File: config.mk
export PLATFORM = sky130hd
export DESIGN_NAME = sar_seq_ctrl
export DESIGN_NICKNAME = d
export VERILOG_FILES = /design/src/rtl/sar_seq_pkg.sv /design/src/rtl/sar_presc.sv /design/src/rtl/sar_approx.sv /design/src/rtl/sar_result_fmt.sv /design/src/rtl/sar_seq_ctrl.sv
export SDC_FILE = /design/constraint.sdc
export NUM_CORES = 1
export LEC_CHECK = 0
export ABC_CLOCK_PERIOD_IN_PS = 2800
export BUFFER_PORTS_ARGS = -buffer_cell sky130_fd_sc_hd__clkbuf_2
export CORE_UTILIZATION = 40
export DETAILED_ROUTE_END_ITERATION = 10
export PLACE_DENSITY_LB_ADDON = 0.3
export SLEW_MARGIN = 20
export SYNTH_ARGS = -nofsm -noshare
export SYNTH_HDL_FRONTEND = slang
export SYNTH_SLANG_ARGS = --single-unit
File: constraint.sdc
create_clock -name clk_i -period 2.8 [get_ports clk_i]
set_input_delay 0.14 -clock clk_i [delete_from_list [all_inputs] [get_ports clk_i]]
set_output_delay 0.14 -clock clk_i [all_outputs]
set_load 0.1 [all_outputs]
File: src/rtl/sar_seq_pkg.sv
package sar_seq_pkg;
  typedef enum logic [2:0] {
    ST_IDLE, ST_START, ST_ACQ, ST_CONV, ST_FIN, ST_DISCH
  } seq_st_e;

  localparam int ACQ_MAX = 20;
  localparam int ACQ_W   = $clog2(ACQ_MAX + 1);

  function automatic logic [ACQ_W-1:0] acq_periods(input logic [2:0] sel);
    case (sel)
      3'd0:    return ACQ_W'(0);
      3'd1:    return ACQ_W'(2);
      3'd2:    return ACQ_W'(4);
      3'd3:    return ACQ_W'(6);
      3'd4:    return ACQ_W'(8);
      3'd5:    return ACQ_W'(12);
      3'd6:    return ACQ_W'(16);
      default: return ACQ_W'(20);
    endcase
  endfunction
endpackage

File: src/rtl/sar_presc.sv
module sar_presc #(
  parameter int DIV_W = 2
) (
  input  logic             clk_i,
  input  logic             rst_ni,
  input  logic             run_i,
  input  logic [DIV_W-1:0] div_i,
  output logic             tick_o
);
  localparam int CNT_W = (1 << DIV_W) - 1;

  logic [CNT_W-1:0] cnt_q, lim;

  always_comb begin
    lim = '0;
    for (int i = 0; i < CNT_W; i++) lim[i] = (i < int'(div_i));
  end

  assign tick_o = run_i && (cnt_q == lim);

  always_ff @(posedge clk_i or negedge rst_ni) begin
    if (!rst_ni)                cnt_q <= '0;
    else if (!run_i || tick_o)  cnt_q <= '0;
    else                        cnt_q <= cnt_q + 1'b1;
  end
endmodule

File: src/rtl/sar_approx.sv
module sar_approx #(
  parameter int RES_W = 10,
  localparam int IDX_W = $clog2(RES_W)
) (
  input  logic             clk_i,
  input  logic             rst_ni,
  input  logic             clr_i,
  input  logic             trial_en_i,
  input  logic             step_i,
  input  logic [IDX_W-1:0] bit_idx_i,
  input  logic             cmp_i,
  output logic [RES_W-1:0] code_o,
  output logic [RES_W-1:0] val_o
);
  logic [RES_W-1:0] sar_q, trial;

  for (genvar g = 0; g < RES_W; g++) begin : g_trial
    assign trial[g] = trial_en_i && (bit_idx_i == IDX_W'(g));
  end

  assign code_o = sar_q | trial;
  assign val_o  = sar_q;

  always_ff @(posedge clk_i or negedge rst_ni) begin
    if (!rst_ni)     sar_q <= '0;
    else if (clr_i)  sar_q <= '0;
    else if (step_i) sar_q <= cmp_i ? (sar_q | trial) : sar_q;
  end
endmodule

File: src/rtl/sar_result_fmt.sv
module sar_result_fmt #(
  parameter int RES_W = 10,
  parameter int REG_W = 8
) (
  input  logic [RES_W-1:0] res_i,
  input  logic             rjust_i,
  output logic [REG_W-1:0] hi_o,
  output logic [REG_W-1:0] lo_o
);
  localparam int PAD = 2 * REG_W - RES_W;

  logic [2*REG_W-1:0] pair;

  assign pair = rjust_i ? {{PAD{1'b0}}, res_i} : {res_i, {PAD{1'b0}}};
  assign hi_o = pair[2*REG_W-1:REG_W];
  assign lo_o = pair[REG_W-1:0];
endmodule

File: src/rtl/sar_seq_ctrl.sv
module sar_seq_ctrl
  import sar_seq_pkg::*;
#(
  parameter int RES_W   = 10,
  parameter int REG_W   = 8,
  parameter int DIV_W   = 2,
  parameter int DISCH_P = 2
) (
  input  logic             clk_i,
  input  logic             rst_ni,
  input  logic             ctrl_we_i,
  input  logic             en_wd_i,
  input  logic             go_wd_i,
  input  logic [2:0]       acq_wd_i,
  input  logic [DIV_W-1:0] div_wd_i,
  input  logic             rjust_wd_i,
  input  logic             flag_clr_i,
  input  logic             cmp_i,
  output logic             en_o,
  output logic             go_o,
  output logic             flag_o,
  output logic             hold_conn_o,
  output logic             discharge_o,
  output logic [RES_W-1:0] dac_code_o,
  output logic [REG_W-1:0] res_hi_o,
  output logic [REG_W-1:0] res_lo_o
);
  localparam int FRAME_P = RES_W + 1;
  localparam int PMAX_A  = (ACQ_MAX > FRAME_P) ? ACQ_MAX : FRAME_P;
  localparam int PMAX    = (PMAX_A > DISCH_P) ? PMAX_A : DISCH_P;
  localparam int PER_W   = $clog2(PMAX + 1);
  localparam int IDX_W   = $clog2(RES_W);

  seq_st_e          st_q, st_d;
  logic [PER_W-1:0] per_q, per_d;
  logic             en_q, go_q, flag_q, rjust_q;
  logic [2:0]       acq_q;
  logic [DIV_W-1:0] div_q;
  logic [REG_W-1:0] hi_q, lo_q, hi_fmt, lo_fmt;
  logic [RES_W-1:0] sar_val;
  logic [PER_W-1:0] acq_len;
  logic             tick, go_start, abort, fin_load, presc_run;
  logic             trial_en, step;
  logic [IDX_W-1:0] bit_idx;

  assign abort    = ctrl_we_i && !en_wd_i;
  assign go_start = ctrl_we_i && en_q && en_wd_i && go_wd_i && !go_q && (st_q == ST_IDLE);
  assign fin_load = (st_q == ST_FIN) && !abort;
  assign acq_len  = PER_W'(acq_periods(acq_q));
  assign presc_run = (st_q == ST_ACQ) || (st_q == ST_CONV) || (st_q == ST_DISCH);

  sar_presc #(.DIV_W(DIV_W)) presc_i (
    .clk_i  (clk_i),
    .rst_ni (rst_ni),
    .run_i  (presc_run),
    .div_i  (div_q),
    .tick_o (tick)
  );

  // period k in 1..RES_W of the frame tries bit RES_W-k
  assign trial_en = (st_q == ST_CONV) && (per_q != '0);
  assign step     = trial_en && tick;
  assign bit_idx  = trial_en ? IDX_W'(RES_W - int'(per_q)) : '0;

  sar_approx #(.RES_W(RES_W)) approx_i (
    .clk_i      (clk_i),
    .rst_ni     (rst_ni),
    .clr_i      (st_q == ST_START),
    .trial_en_i (trial_en),
    .step_i     (step),
    .bit_idx_i  (bit_idx),
    .cmp_i      (cmp_i),
    .code_o     (dac_code_o),
    .val_o      (sar_val)
  );

  sar_result_fmt #(.RES_W(RES_W), .REG_W(REG_W)) fmt_i (
    .res_i   (sar_val),
    .rjust_i (rjust_q),
    .hi_o    (hi_fmt),
    .lo_o    (lo_fmt)
  );

  always_comb begin
    st_d  = st_q;
    per_d = per_q;
    unique case (st_q)
      ST_IDLE: if (go_start) begin st_d = ST_START; per_d = '0; end
      ST_START: begin
        st_d  = (acq_len == '0) ? ST_CONV : ST_ACQ;
        per_d = '0;
      end
      ST_ACQ: if (tick) begin
        if (per_q == acq_len - 1'b1) begin st_d = ST_CONV; per_d = '0; end
        else per_d = per_q + 1'b1;
      end
      ST_CONV: if (tick) begin
        if (per_q == PER_W'(FRAME_P - 1)) begin st_d = ST_FIN; per_d = '0; end
        else per_d = per_q + 1'b1;
      end
      ST_FIN: begin st_d = ST_DISCH; per_d = '0; end
      ST_DISCH: if (tick) begin
        if (per_q == PER_W'(DISCH_P - 1)) begin st_d = ST_IDLE; per_d = '0; end
        else per_d = per_q + 1'b1;
      end
      default: begin st_d = ST_IDLE; per_d = '0; end
    endcase
    if (abort) begin
      st_d  = ST_IDLE;
      per_d = '0;
    end
  end

  always_ff @(posedge clk_i or negedge rst_ni) begin
    if (!rst_ni) begin
      st_q    <= ST_IDLE;
      per_q   <= '0;
      en_q    <= 1'b0;
      go_q    <= 1'b0;
      flag_q  <= 1'b0;
      rjust_q <= 1'b0;
      acq_q   <= '0;
      div_q   <= '0;
      hi_q    <= '0;
      lo_q    <= '0;
    end else begin
      st_q  <= st_d;
      per_q <= per_d;
      if (ctrl_we_i) begin
        en_q    <= en_wd_i;
        acq_q   <= acq_wd_i;
        div_q   <= div_wd_i;
        rjust_q <= rjust_wd_i;
      end
      if (abort || fin_load) go_q <= 1'b0;
      else if (go_start)     go_q <= 1'b1;
      if (fin_load)        flag_q <= 1'b1;
      else if (flag_clr_i) flag_q <= 1'b0;
      if (fin_load) begin
        hi_q <= hi_fmt;
        lo_q <= lo_fmt;
      end
    end
  end

  assign en_o        = en_q;
  assign go_o        = go_q;
  assign flag_o      = flag_q;
  assign hold_conn_o = !((st_q == ST_CONV) || (st_q == ST_FIN));
  assign discharge_o = (st_q == ST_DISCH);
  assign res_hi_o    = hi_q;
  assign res_lo_o    = lo_q;
endmodule

Word level (Yosys, flattened, before mapping)
Index checks and enable logic that the tools add are counted.
Widths: inputs -> output; s select.
{"block": "totals", "ff_bits": 46, "input_bits": 13, "wordCells": 123}
{"block": "op_classes", "eq_ne": 31, "n_lt_le_gt_ge": 3, "reduce_logical": 42, "bitwise": 1, "n_mux": 30, "n_addsub": 4}
{"op": "$mux 5", "n": 8}
{"op": "$pmux 5 s7", "n": 1}
{"op": "$mux 10", "n": 3}
{"op": "$mux 3", "n": 9}
{"op": "$logic_and 1x1->1", "n": 20}
{"op": "$pmux 5 s4", "n": 1}
{"op": "$pmux 3 s6", "n": 1}
{"op": "$eq 4x3->1 const B", "n": 4}
{"op": "$mux 16", "n": 1}
{"op": "$eq 3x3->1 const B", "n": 5}
{"op": "$eq 3x2->1 const B", "n": 4}
{"op": "$ne 3x2->1 const B", "n": 4}
{"op": "$or 10x10->10", "n": 1}
{"op": "$eq 4x2->1 const B", "n": 2}
{"op": "$eq 4x4->1 const B", "n": 2}
{"op": "$reduce_bool 2->1", "n": 4}
{"op": "$reduce_and 7->1", "n": 1}
{"op": "$eq 3x1->1 const B", "n": 2}
{"op": "$logic_not 3->1", "n": 2}
{"op": "$ne 3x1->1 const B", "n": 2}
{"op": "$add 5x1->5 const B", "n": 1}
{"op": "$eq 5x1->1 const B", "n": 1}
{"op": "$eq 5x4->1 const B", "n": 1}
{"op": "$eq 5x5->1", "n": 1}
{"op": "other kinds (17)", "n": 30}

Logic depth before layout (Yosys ltp)
Gate-level depths: netlist of the first run.
{"block": "depth", "depth_word": 9, "mapped_depth": 9, "ltp_nobuf": 9}

Modules after synthesis
Synthesis of the first run repeated with hierarchy kept, for this count alone.
{"block": "unflattened", "cells_unflattened": 251, "hier_area_um2": 2745.1}
{"module": "sar_seq_ctrl", "area_each_um2": 1809.2, "n_inst": 1, "cells_per_inst": 159}
{"module": "sar_approx", "area_each_um2": 598.1, "n_inst": 1, "cells_per_inst": 55}
{"module": "sar_presc", "area_each_um2": 180.2, "n_inst": 1, "cells_per_inst": 19}
{"module": "sar_result_fmt", "area_each_um2": 157.7, "n_inst": 1, "cells_per_inst": 18}

Worst setup path after synthesis of the first run
Ideal clock, no wire load.
{"block": "synth_path", "path_type": "reg2reg", "startpoint": "register st_q[1]", "endpoint": "register st_q[2]", "setup_time_ps": 224, "arrival_time_ps": 2430, "stages_incl_launch_ff": 6, "synth_period_minus_slack_ps": 2653, "required_ps": 2576, "n_path_buf": 1, "setup_slack_ps": 147, "path_cell_list": "dfrtp_1 -> buf_2 -> inv_1 -> nor2_1 -> a21oi_1 -> a211oi_1"}
{"block": "synth_between", "elab_chain_cells": 6, "word_cells_on_any_way": 20, "cone_classes": "eq/ne: 12; mux: 2; reduce/logical: 6"}
{"element": "start, declared", "line": "sar_seq_ctrl.sv:34", "source": "seq_st_e st_q, st_d;"}
{"element": "start signal, assigned", "line": "sar_seq_ctrl.sv:127", "source": "st_q <= st_d;"}
{"element": "$eq 3x2->1", "line": "sar_seq_ctrl.sv:50, sar_seq_ctrl.sv:87"}
{"element": "$logic_or 1x1->1 (2 in series)", "line": "sar_seq_ctrl.sv:50", "source": "assign presc_run = (st_q == ST_ACQ) || (st_q == ST_CONV) || (st_q == ST_DISCH);"}
{"element": "$logic_and 1x1->1", "line": "sar_presc.sv:19", "source": "assign tick_o = run_i && (cnt_q == lim);"}
{"element": "$ne 3x2->1 (no line) or $ne 3x1->1 (tied branches)"}
{"element": "$reduce_and 7->1 (no line)"}
Parallel ways exist; a longest one is shown, timed or not.
A chain may end at the register's enable or synchronous reset.

Worst setup path in the final report of the first run
{"block": "layout_path", "startpoint": "register per_q[0]", "endpoint": "output port dac_code_o[3]"}
{"block": "layout_between", "elab_chain_cells": 6, "word_cells_on_any_way": 7, "cone_classes": "add/sub: 1; eq/ne: 1; mux: 1; bitwise: 1; reduce/logical: 3"}
{"element": "start, declared", "line": "sar_seq_ctrl.sv:35", "source": "logic [PER_W-1:0] per_q, per_d;"}
{"element": "start signal, assigned", "line": "sar_seq_ctrl.sv:128", "source": "per_q <= per_d;"}
{"element": "parallel branches: the longest is 4 deep, another holds $sub 4x4->4"}
{"element": "$logic_and 1x1->1 (*)", "line": "sar_approx.sv:18", "source": "assign trial[g] = trial_en_i && (bit_idx_i == IDX_W'(g));"}
{"element": "$or 10x10->10 (*)", "line": "sar_approx.sv:21", "source": "assign code_o = sar_q | trial;"}
{"element": "end, declared", "line": "sar_seq_ctrl.sv:24", "source": "output logic [RES_W-1:0] dac_code_o,"}
Mark *: on every way between the ends.

==> results.yml, run 1 <==
critical_path:
  critical_path_fanouts_max: 13
  path_cells: "inv_1 -> ha_1 -> a211oi_2 -> buf_4 -> and3_1 -> a21o_1 -> buf_2"
  cpLargestDelayFamily: "buffers and inverters"
  critical-path-slowest-cell: "sky130_fd_sc_hd__dfrtp_1"
  worstPathBufferInverterCount: 3
  r2r_slack_ps: 580
  cp.required_ps: 2660
  rr_worst_depth: 8
  setup.worst_path.start_class: "flop"
  regToRegStartpoint: "acq_q[2]"
  timing.rr.end: "st_q[0]"
  critPathArrivalTime_ps: 2510
  critPathMaxStageDelay_ps: 580
  worst-setup-path-type: "reg2out"
  cp-end-kind: "output port"
global_route:
  overflow: 0
  gr-usage-met2_pct: 30.33
  grt_usage_pct: 17.94
  use_met1_pct: 23.09
  grt_pass1_wl_um: 9211
  top_usage_layer: "met2"
  largest_net_degree_at_the_start_of_global_routing: 34
  vias_in_the_first_global_route: 1992
  globalRouteMet3Util_pct: 3.667
  antenna_found_initial: 0
worst_hold_path:
  holdPathEnd: "flag_o"
  hold_start: "flag_clr_i"
  min_path_type: "in2reg"
  whs_path_depth: 2
place:
  gpl.final_weighted_congestion: 0.9122
  dpl.hpwl_um: 4028
  place.port_buffers: 43
yosys:
  synth.avg_cell_area_um2: 9.518
  yosys_warnings: 0
  netlist_top_cells_area: "sky130_fd_sc_hd__dfrtp_1, sky130_fd_sc_hd__nand2_1, sky130_fd_sc_hd__o21ai_0"
  syn_inst: 267
  synth.distinct_cells: 52
  seq_area_frac_synth_pct: 45.30
  synth_seq_cells: 46
  synth_fp_nets: 287
  netlist.area_leader.share_pct: 45.30
  synth_enable_flop_cells: 0
  postSynth.topFlopCell: "sky130_fd_sc_hd__dfrtp_1"
  synthDominantAreaCellType: "sky130_fd_sc_hd__dfrtp_1"
  asyncSetResetFlopFracSynth_pct: 100.0
  syn-cell-area_um2: 2541
finish:
  layout-drive-gt1-share_pct: 24.19
  filler_cell_count: 592
  layout-area-overhead-vs-synth_pct: 16.25
  total_area_of_multi_input_combinational_cells_um2: 1285
  final-seq-area_um2: 1151
  finalNetCount: 329
  num_antenna_cells: 0
sta:
  finalMaxSlewViolations: 0
  min_period_ps: 2650
  final_cycle_share_pct: 94.63
  final.setup_skew_ps: 7.173
  timing_hold_violations_final: 0
  tns_setup_ps: 0
  max_slew.worst_pin.slew_ps: 897.8
  timing.slew.headroom_pct: 40.00
  setup-violations-final: 0
  timing.fmax_mhz: 377.4
  grt_setup_unrepaired: "false"
run_status:
  run_status: "complete, no violations"
routing:
  drt_pre_antenna_iters: 6
  totalWireLength_um: 5468
  initialDrtViolationCount: 96
  detailroute.via_count: 2076
  average_vias_per_placed_instance: 5.392
  avgRoutedWirePerCell_um: 14.20
  route.antenna.remaining_nets: 0
  drc_errors: 0
cts:
  cts_tree: "yes"
  clock_path_buffers: 2
  tritoncts.num_buffers: 5
  cts_root_buf: "sky130_fd_sc_hd__clkbuf_8"
  clk_pin_slew_ps: 90
  post_cts_buffers: 0
  worst_skew_pair.late_latency_ps: 300
  htree_levels: 2
  numClockSinks: 46
floorplanning:
  floorplan.io_pins: 44
  design.die.area_um2: 6676
  fp.dieH_um: 81.71
  chip_width_um: 81.71
  core-area_um2: 6026
  num_rows: 28
  initial_core_util_pct: 42.17
pwr:
  post-layout-total-power_w: 0.002167
  p_leak_nw: 1.441
  vdd_drop_max_mv: 0.6707
  power.density_nw_per_um2: 733.4
run:
  cap_violations: 0
==> worst reg2reg max path, delay by kind of cell, from the launching register on <==
kind                     cells  cell delay, ps
buffers and inverters        1              80
multiplexers                 1             210
flip-flops                   1             470
AO/OA/AOI/OAI                2             450
adder cells (fa/ha/maj)      1             310
XOR/XNOR                     1             140
AND/OR/NAND/NOR              2             480
==> power by group <==
part	internal, W	switching, W	leakage [nW]
sequential	0.000720	0.0000933	0.621
combinational	0.000258	0.000596	0.769
clock	0.000267	0.000232	0.0514
total	0.00125	0.000921	1.44
==> flip-flops by register name (all words and copies together), names as in the netlist <==
signal / count
st_q: 3
res_lo_o: 8
flag_o: 1
approx_i.val_o: 10
per_q: 5
rjust_q: 1
en_o: 1
div_q: 2
go_o: 1
res_hi_o: 8
acq_q: 3
presc_i.cnt_q: 3
==> Yosys cell counts (3+ instances only) <==
master,n
sky130_fd_sc_hd__dfrtp_1,46
sky130_fd_sc_hd__nand2_1,31
sky130_fd_sc_hd__nor2_1,24
sky130_fd_sc_hd__o21ai_0,19
sky130_fd_sc_hd__a21oi_1,15
sky130_fd_sc_hd__inv_1,11
sky130_fd_sc_hd__nand2b_1,9
sky130_fd_sc_hd__mux2i_1,8
sky130_fd_sc_hd__a21o_1,7
sky130_fd_sc_hd__ha_1,7
sky130_fd_sc_hd__mux2_2,7
sky130_fd_sc_hd__nor3_1,7
sky130_fd_sc_hd__buf_2,6
sky130_fd_sc_hd__nand3_1,6
sky130_fd_sc_hd__clkbuf_1,5
sky130_fd_sc_hd__xnor2_1,5
sky130_fd_sc_hd__and2_1,4
sky130_fd_sc_hd__a31o_2,3
sky130_fd_sc_hd__a31oi_1,3
sky130_fd_sc_hd__nor2b_1,3
==> kinds of logic after synthesis <==
group	count (synthesis)	synth area share, %
DFF	46	45.30
buffers and inverters	24	4.136
and+or+nand+nor	99	19.10
xor gates and xnor gates	7	2.413
adders and majority gates	7	3.446
muxes	15	6.253
AOI/OAI and AO/OA	69	19.35
==> per-layer routing <==
layer | part of all wire [%] | vias to the layer above
met4 | 1.2 | 0
met1 | 48 | 994
met3 | 4.9 | 7
li1 | - | 1026
met5 | 0 | -
met2 | 46 | 49
==> layout make-up <==
class / instances / share of cell area (%)
well taps: 75 / 3.177
clock inverters: 2 / 1.271
clock buffers: 6 / 2.457
multi-input cells: 197 / 43.50
repair buffers: 48 / 9.233
inverters: 11 / 1.398
flip-flops and latches: 46 / 38.97
==> repair_timing <==
| item | 4_1_cts | 5_1_grt |
|---|---|---|
| endpoints found under the setup margin | 0 | 4 |
| gates resized for setup | 0 | 6 |
| endpoints found under the hold margin | 23 | 0 |
| hold buffers | 1 | 0 |
==> metrics by stage <==
| step | util [%] | cells | worst slack, ps | cell area, um^2 | hold WS, ps |
|---|---|---|---|---|---|
| 2_1_floorplan | - | 267 | 146.8 | 2541 | -155.6 |
| 3_3_place_gp | 46.95 | 376 | 488.0 | 2829 | 189.4 |
| 3_5_place_dp | 46.95 | 376 | 437.8 | 2829 | 189.7 |
| 4_1_cts | 48.94 | 385 | 90.61 | 2949 | 22.64 |
| 5_1_grt | 49.02 | 385 | 1.508 | 2954 | 8.537 |
| 6_report | 49.02 | 385 | 150.4 | 2954 | 28.28 |
==> worst max path at each step <==
stage	end	cells after the start	slack (ps)	start
after floorplan	st_q[2]	5	150	st_q[1]
after global placement	dac_code_o[8]	5	490	per_q[0]
after CTS	dac_code_o[8]	5	90	per_q[0]
after detailed placement	dac_code_o[8]	5	440	per_q[0]
after global routing	dac_code_o[3]	7	2	per_q[0]
final	dac_code_o[3]	7	150	per_q[0]
==> cells in the final DEF (no fill, tap or decap), types with 2 or more instances in the layout <==
master,netlist,layout
sky130_fd_sc_hd__dfrtp_1,46,46
sky130_fd_sc_hd__clkbuf_2,0,34
sky130_fd_sc_hd__nand2_1,31,31
sky130_fd_sc_hd__nor2_1,24,24
sky130_fd_sc_hd__o21ai_0,19,19
sky130_fd_sc_hd__a21oi_1,15,15
sky130_fd_sc_hd__inv_1,11,11
sky130_fd_sc_hd__nand2b_1,9,9
sky130_fd_sc_hd__buf_4,0,9
sky130_fd_sc_hd__mux2i_1,8,8
sky130_fd_sc_hd__nor3_1,7,7
sky130_fd_sc_hd__a21o_1,7,7
sky130_fd_sc_hd__mux2_2,7,7
sky130_fd_sc_hd__ha_1,7,7
sky130_fd_sc_hd__nand3_1,6,6
sky130_fd_sc_hd__xnor2_1,5,5
sky130_fd_sc_hd__clkbuf_8,0,5
sky130_fd_sc_hd__and2_1,4,4
sky130_fd_sc_hd__nor2b_1,3,3
sky130_fd_sc_hd__a31o_2,3,3
sky130_fd_sc_hd__a31oi_1,3,3
sky130_fd_sc_hd__o21ai_1,2,2
sky130_fd_sc_hd__and3_1,2,2
sky130_fd_sc_hd__or3_1,2,2
sky130_fd_sc_hd__a41o_1,2,2
sky130_fd_sc_hd__xor2_1,2,2
sky130_fd_sc_hd__a41oi_1,2,2
sky130_fd_sc_hd__a211oi_1,2,2
sky130_fd_sc_hd__a2111oi_2,2,2
sky130_fd_sc_hd__nor3b_1,2,2
sky130_fd_sc_hd__clkbuf_4,0,2
sky130_fd_sc_hd__buf_2,6,2
Note: power is estimated with default switching activity, not from simulation.
==> run 2, diff against run 1 <==
--- a/config.mk
+++ b/config.mk
@@ -6,9 +6,9 @@
 export NUM_CORES = 1
 export LEC_CHECK = 0
 export ABC_CLOCK_PERIOD_IN_PS = 2800
-export BUFFER_PORTS_ARGS = -buffer_cell sky130_fd_sc_hd__clkbuf_2
 export CORE_UTILIZATION = 40
 export DETAILED_ROUTE_END_ITERATION = 10
+export DONT_BUFFER_PORTS = 1
 export PLACE_DENSITY_LB_ADDON = 0.3
 export SLEW_MARGIN = 20
 export SYNTH_ARGS = -nofsm -noshare
==> run 2 against run 1 <==
Sequential power rose by 9.1%. Hold slack improved by 100 ps. Critical path depth did not move. Critical endpoint is now dac_code_o[5]. Largest cell class unchanged.
==> results.yml, run 2 (same netlist as run 1, synthesis figures left out) <==
sta:
  timing.slew.headroom_pct: 38.51
  setup-violations-final: 0
  max_slew.worst_pin.slew_ps: 922.4
  finalMaxSlewViolations: 0
  final.setup_skew_ps: 7.809
  timing_hold_violations_final: 0
  tns_setup_ps: 0
  min_period_ps: 2564
  fin_hold_ws_ps: 130.9
  final_cycle_share_pct: 91.56
  timing.fmax_mhz: 390.1
  grt_setup_unrepaired: "false"
finish:
  layout-drive-gt1-share_pct: 15.36
  largest_register_ff_count: 10
  layout-area-overhead-vs-synth_pct: 17.23
  finalNetCount: 312
  final_core_utilization_pct: 49.44
  layout_common_cells: "sky130_fd_sc_hd__dfrtp_1, sky130_fd_sc_hd__nand2_1, sky130_fd_sc_hd__nor2_1, sky130_fd_sc_hd__o21ai_0, sky130_fd_sc_hd__dlygate4sd3_1"
  num_antenna_cells: 0
  mostFrequentLayoutCell: "sky130_fd_sc_hd__dfrtp_1"
pwr:
  vdd_drop_max_mv: 0.6823
  p_leak_nw: 1.371
  power.density_nw_per_um2: 730.0
cts:
  clock_path_buffers: 2
  numClockSinks: 46
  cts_tree: "yes"
  clk_pin_slew_ps: 90
  htree_levels: 2
  worst_skew_pair.late_latency_ps: 310
  tritoncts.num_buffers: 5
  post_cts_buffers: 0
  cts_root_buf: "sky130_fd_sc_hd__clkbuf_8"
global_route:
  largest_net_degree_at_the_start_of_global_routing: 47
  antenna_found_initial: 0
  grt_usage_pct: 18.25
  vias_in_the_first_global_route: 1849
  overflow: 0
  grt_pass1_wl_um: 9018
critical_path:
  setup.worst_path.start_class: "flop"
  worst-setup-path-type: "reg2out"
  cp-end-kind: "output port"
  cpMostUsedCell: "sky130_fd_sc_hd__inv_1"
  cp.required_ps: 2660
  critical-path-slowest-cell: "sky130_fd_sc_hd__dfrtp_2"
  critPathMaxStageDelay_ps: 500
  path_cells: "inv_1 -> ha_1 -> a211oi_2 -> o21ai_0 -> inv_1 -> a31o_2 -> buf_4"
  critPathArrivalTime_ps: 2420
  critical_path_fanouts_max: 13
place:
  place.port_buffers: 0
  dpl.hpwl_um: 3952
  gpl.final_weighted_congestion: 0.8694
floorplanning:
  floorplan.io_pins: 44
  num_rows: 28
  core-area_um2: 6026
  chip_width_um: 81.71
  fp.dieH_um: 81.71
  design.die.area_um2: 6676
  initial_core_util_pct: 42.17
routing:
  average_vias_per_placed_instance: 5.443
  drt_pre_antenna_iters: 4
  avgRoutedWirePerCell_um: 15.10
  drc_errors: 0
  detailroute.via_count: 2003
  totalWireLength_um: 5557
  route.antenna.remaining_nets: 0
  initialDrtViolationCount: 88
run:
  cap_violations: 0
worst_hold_path:
  min_path_type: "in2reg"
run_status:
  run_status: "complete, no violations"
==> run 2: changes by cell type in the layout (fill, tap and decap cells not counted), moves of 2 or more <==
cell / change
sky130_fd_sc_hd__buf_4: +5
sky130_fd_sc_hd__dlygate4sd3_1: +15
sky130_fd_sc_hd__clkbuf_2: -34
sky130_fd_sc_hd__clkbuf_4: -2
sky130_fd_sc_hd__buf_2: -2
==> run 2: area by class of cell <==
type | count | area [um^2]
flip-flops and latches | 46 | 1152
repair buffers | 31 | 292.8
clock buffers | 6 | 72.57
inverters | 11 | 41.29
clock inverters | 2 | 37.54
fillers | 592 | 3047
multi-input cells | 197 | 1289
well taps | 75 | 93.84
==> run 2: report_power, final <==
group          internal, W  switching [W]
Combinational     0.000268       0.000515
Clock             0.000267       0.000238
Sequential        0.000719       0.000167
Total              0.00125       0.000920
==> run 2: metal layers <==
| metal | vias up | global-route usage (%) | wire length (um) |
|---|---|---|---|
| met4 | 0 | 6.316 | 40 |
| met1 | 966 | 25.07 | 2662 |
| li1 | 990 | - | - |
| met3 | 4 | 3.889 | 247 |
| met5 | - | 0 | 0 |
| met2 | 43 | 28.33 | 2607 |
==> run 2: path summary, 6_finish.rpt <==
kind | from | to | slack, ps | depth (start not counted)
min in group asynchronous | rst_ni | per_q[1] | 330 | 2
worst min-delay path | cmp_i | approx_i.val_o[8] | 130 | 3
worst max register to register | acq_q[2] | st_q[0] | 560 | 8
max in group asynchronous | rst_ni | per_q[0] | 2240 | 2
worst max-delay path | per_q[0] | dac_code_o[5] | 240 | 7
worst min register to register | presc_i.cnt_q[0] | presc_i.cnt_q[0] | 510 | 1
==> run 2: worst max-delay path, delay by kind of cell (launching register included) <==
kind	cells	cell delay, ps
AOI/OAI and AO/OA	3	810
buffers and inverters	3	600
DFF	1	500
adders and majority gates	1	220
==> run 2: what timing repair did <==
item                                    CTS  global route
gates resized for setup                   0             1
endpoints found under the hold margin    54             0
hold buffers                             17             0
endpoints found under the setup margin    0             7
==> run 2: stage by stage <==
| step | cell area [um^2] | std cells | setup WS [ps] | power, W |
|---|---|---|---|---|
| 5_1_grt | 2979 | 368 | 26.04 | 0.002303 |
| 3_3_place_gp | 2680 | 343 | 519.1 | 0.001629 |
| 3_5_place_dp | 2680 | 343 | 477.2 | 0.001638 |
| 6_report | 2979 | 368 | 236.4 | 0.002175 |
| 2_1_floorplan | 2541 | 267 | 146.8 | 0.001495 |
| 4_1_cts | 2978 | 368 | 124.1 | 0.002184 |
==> run 3, diff against run 2 <==
--- a/config.mk
+++ b/config.mk
@@ -7,6 +7,7 @@
 export LEC_CHECK = 0
 export ABC_CLOCK_PERIOD_IN_PS = 2800
 export CORE_UTILIZATION = 40
+export CTS_BUF_LIST = sky130_fd_sc_hd__clkbuf_4 sky130_fd_sc_hd__clkbuf_8 sky130_fd_sc_hd__clkbuf_16
 export DETAILED_ROUTE_END_ITERATION = 10
 export DONT_BUFFER_PORTS = 1
 export PLACE_DENSITY_LB_ADDON = 0.3
==> run 3 against run 2 <==
Critical path depth stayed put. Core utilization is 0.062 points higher. Sequential power hardly changed. Clock skew is 0.53 ps higher. Non-clock buffer count stayed put.
==> results.yml, run 3 (same netlist as run 1, synthesis figures left out) <==
critical_path:
  critPathArrivalTime_ps: 2420
  timing.rr.end: "st_q[0]"
  rr_worst_depth: 8
  cp.required_ps: 2660
  setup.worst_path.start_class: "flop"
  critical_path_fanouts_max: 13
  critical_path.startpoint: "per_q[0]"
  path_cells: "inv_1 -> ha_1 -> a211oi_2 -> o21ai_0 -> inv_1 -> a31o_2 -> buf_4"
  critPathMaxStageDelay_ps: 500
  worstSetupEndpoint: "dac_code_o[5]"
  cp-end-kind: "output port"
  cpMostUsedCell: "sky130_fd_sc_hd__inv_1"
  regToRegStartpoint: "acq_q[2]"
  critical-path-slowest-cell: "sky130_fd_sc_hd__dfrtp_2"
  worst-setup-path-type: "reg2out"
  r2r_slack_ps: 580
pwr:
  vdd_drop_max_mv: 0.6794
  power.sequential.fraction_pct: 40.6
  power.combinational.fraction_pct: 35.8
  power_switching_w: 0.0009224
  power_frac_clock_pct: 23.6
  p_leak_nw: 1.374
  swShare_pct: 42.19
  post-layout-total-power_w: 0.002186
  cellInternalPower_w: 0.001264
  power.density_nw_per_um2: 733.0
routing:
  initialDrtViolationCount: 92
  detailroute.via_count: 2036
  route.antenna.remaining_nets: 0
  average_vias_per_placed_instance: 5.533
  drt_pre_antenna_iters: 4
  avgRoutedWirePerCell_um: 15.11
  detailroute.wirelength.met2_um: 2598
  drc_errors: 0
  totalWireLength_um: 5561
  routed-wl-met3_um: 273
  highest_layer: "met4"
  met1Wirelength_um: 2609
sta:
  fin_hold_ws_ps: 120.7
  tns_setup_ps: 0
  min_period_ps: 2565
  max_slew.worst_pin.slew_ps: 920.2
  setup-violations-final: 0
  timing_hold_violations_final: 0
  final_cycle_share_pct: 91.60
  grt_setup_unrepaired: "false"
  finalMaxSlewViolations: 0
  timing.fmax_mhz: 389.9
  timing.slew.headroom_pct: 38.65
  final.setup_skew_ps: 8.343
finish:
  layout-drive-gt1-share_pct: 15.70
  largest_register_ff_count: 10
  final_core_utilization_pct: 49.50
  total_area_of_multi_input_combinational_cells_um2: 1289
  mostFrequentLayoutCell: "sky130_fd_sc_hd__dfrtp_1"
  finalNetCount: 312
  filler_cell_count: 590
  num_antenna_cells: 0
  final-seq-area_um2: 1152
  layout-area-overhead-vs-synth_pct: 17.38
  layout_common_cells: "sky130_fd_sc_hd__dfrtp_1, sky130_fd_sc_hd__nand2_1, sky130_fd_sc_hd__nor2_1, sky130_fd_sc_hd__o21ai_0, sky130_fd_sc_hd__dlygate4sd3_1"
  final_area_um2: 2983
global_route:
  largest_net_degree_at_the_start_of_global_routing: 47
  vias_in_the_first_global_route: 1867
  overflow: 0
  grt_pass1_wl_um: 9011
  antenna_found_initial: 0
  grt_usage_pct: 18.20
cts:
  tritoncts.num_buffers: 5
  post_cts_buffers: 0
  cts_tree: "yes"
  clk_pin_slew_ps: 90
  htree_levels: 2
  worst_skew_pair.late_latency_ps: 310
  numClockSinks: 46
  cts_root_buf: "sky130_fd_sc_hd__clkbuf_8"
  clock_path_buffers: 2
place:
  dpl.hpwl_um: 3952
  place.port_buffers: 0
  dpl_cell_area_um2: 2680
  gpl.final_weighted_congestion: 0.8694
floorplanning:
  fp.dieH_um: 81.71
  chip_width_um: 81.71
  initial_core_util_pct: 42.17
  num_rows: 28
  floorplan.io_pins: 44
  core-area_um2: 6026
  design.die.area_um2: 6676
run:
  cap_violations: 0
run_status:
  run_status: "complete, no violations"
worst_hold_path:
  min_path_type: "in2reg"
run 3: what timing repair did:
item                       4_1_cts  5_1_grt
resized for setup                0        1
hold buffers                    17        0
hold endpoints to repair        54        0
setup endpoints to repair        0        7
run 3: critical path: cells and delay by family (launching register included):
kind,cells,cell delay [ps]
fa+ha+maj,1,220
compound gates,3,810
buf+inv,3,600
flops,1,500
run 3: layout make-up:
cell class                      instances  share of cell area (%)
Clock buffer                            6                   2.559
Clock inverter                          2                   1.258
Inverter                               11                   1.384
Multi-Input combinational cell        197                   43.20
Sequential cell                        46                   38.63
Tap cell                               75                   3.146
Timing Repair Buffer                   31                   9.815
run 3: power groups by stage:
stage	Sequential, W	Combinational, W	Clock (W)
final	0.000887	0.000783	0.000517
after global placement	0.000896	0.000733	0
after detailed placement	0.000898	0.000740	0
after floorplan	0.000850	0.000645	0
after CTS	0.000884	0.000785	0.000525
after global routing	0.000903	0.000860	0.000551
run 3: worst min path at each step:
stage / cells after the start / startpoint / slack [ps] / to
after global placement: 0 / rst_ni / -150 / per_q[2]
after CTS: 3 / cmp_i / 120 / approx_i.val_o[8]
after floorplan: 0 / rst_ni / -160 / acq_q[0]
after detailed placement: 0 / rst_ni / -150 / per_q[2]
final: 3 / cmp_i / 120 / approx_i.val_o[8]
after global routing: 3 / cmp_i / 150 / approx_i.val_o[8]
run 3: per-layer routing:
metal / global-route usage [%] / up-vias
met4: 6.316 / 0
met5: 0 / -
li1: - / 993
met2: 28.83 / 53
met3: 3.778 / 8
met1: 24.58 / 982
run 3: metrics by stage:
stage	instances	setup slack, ps
6_report	368	235.1
5_1_grt	368	26.04
4_1_cts	368	124.1
3_5_place_dp	343	477.2
3_3_place_gp	343	519.1
2_1_floorplan	267	146.8
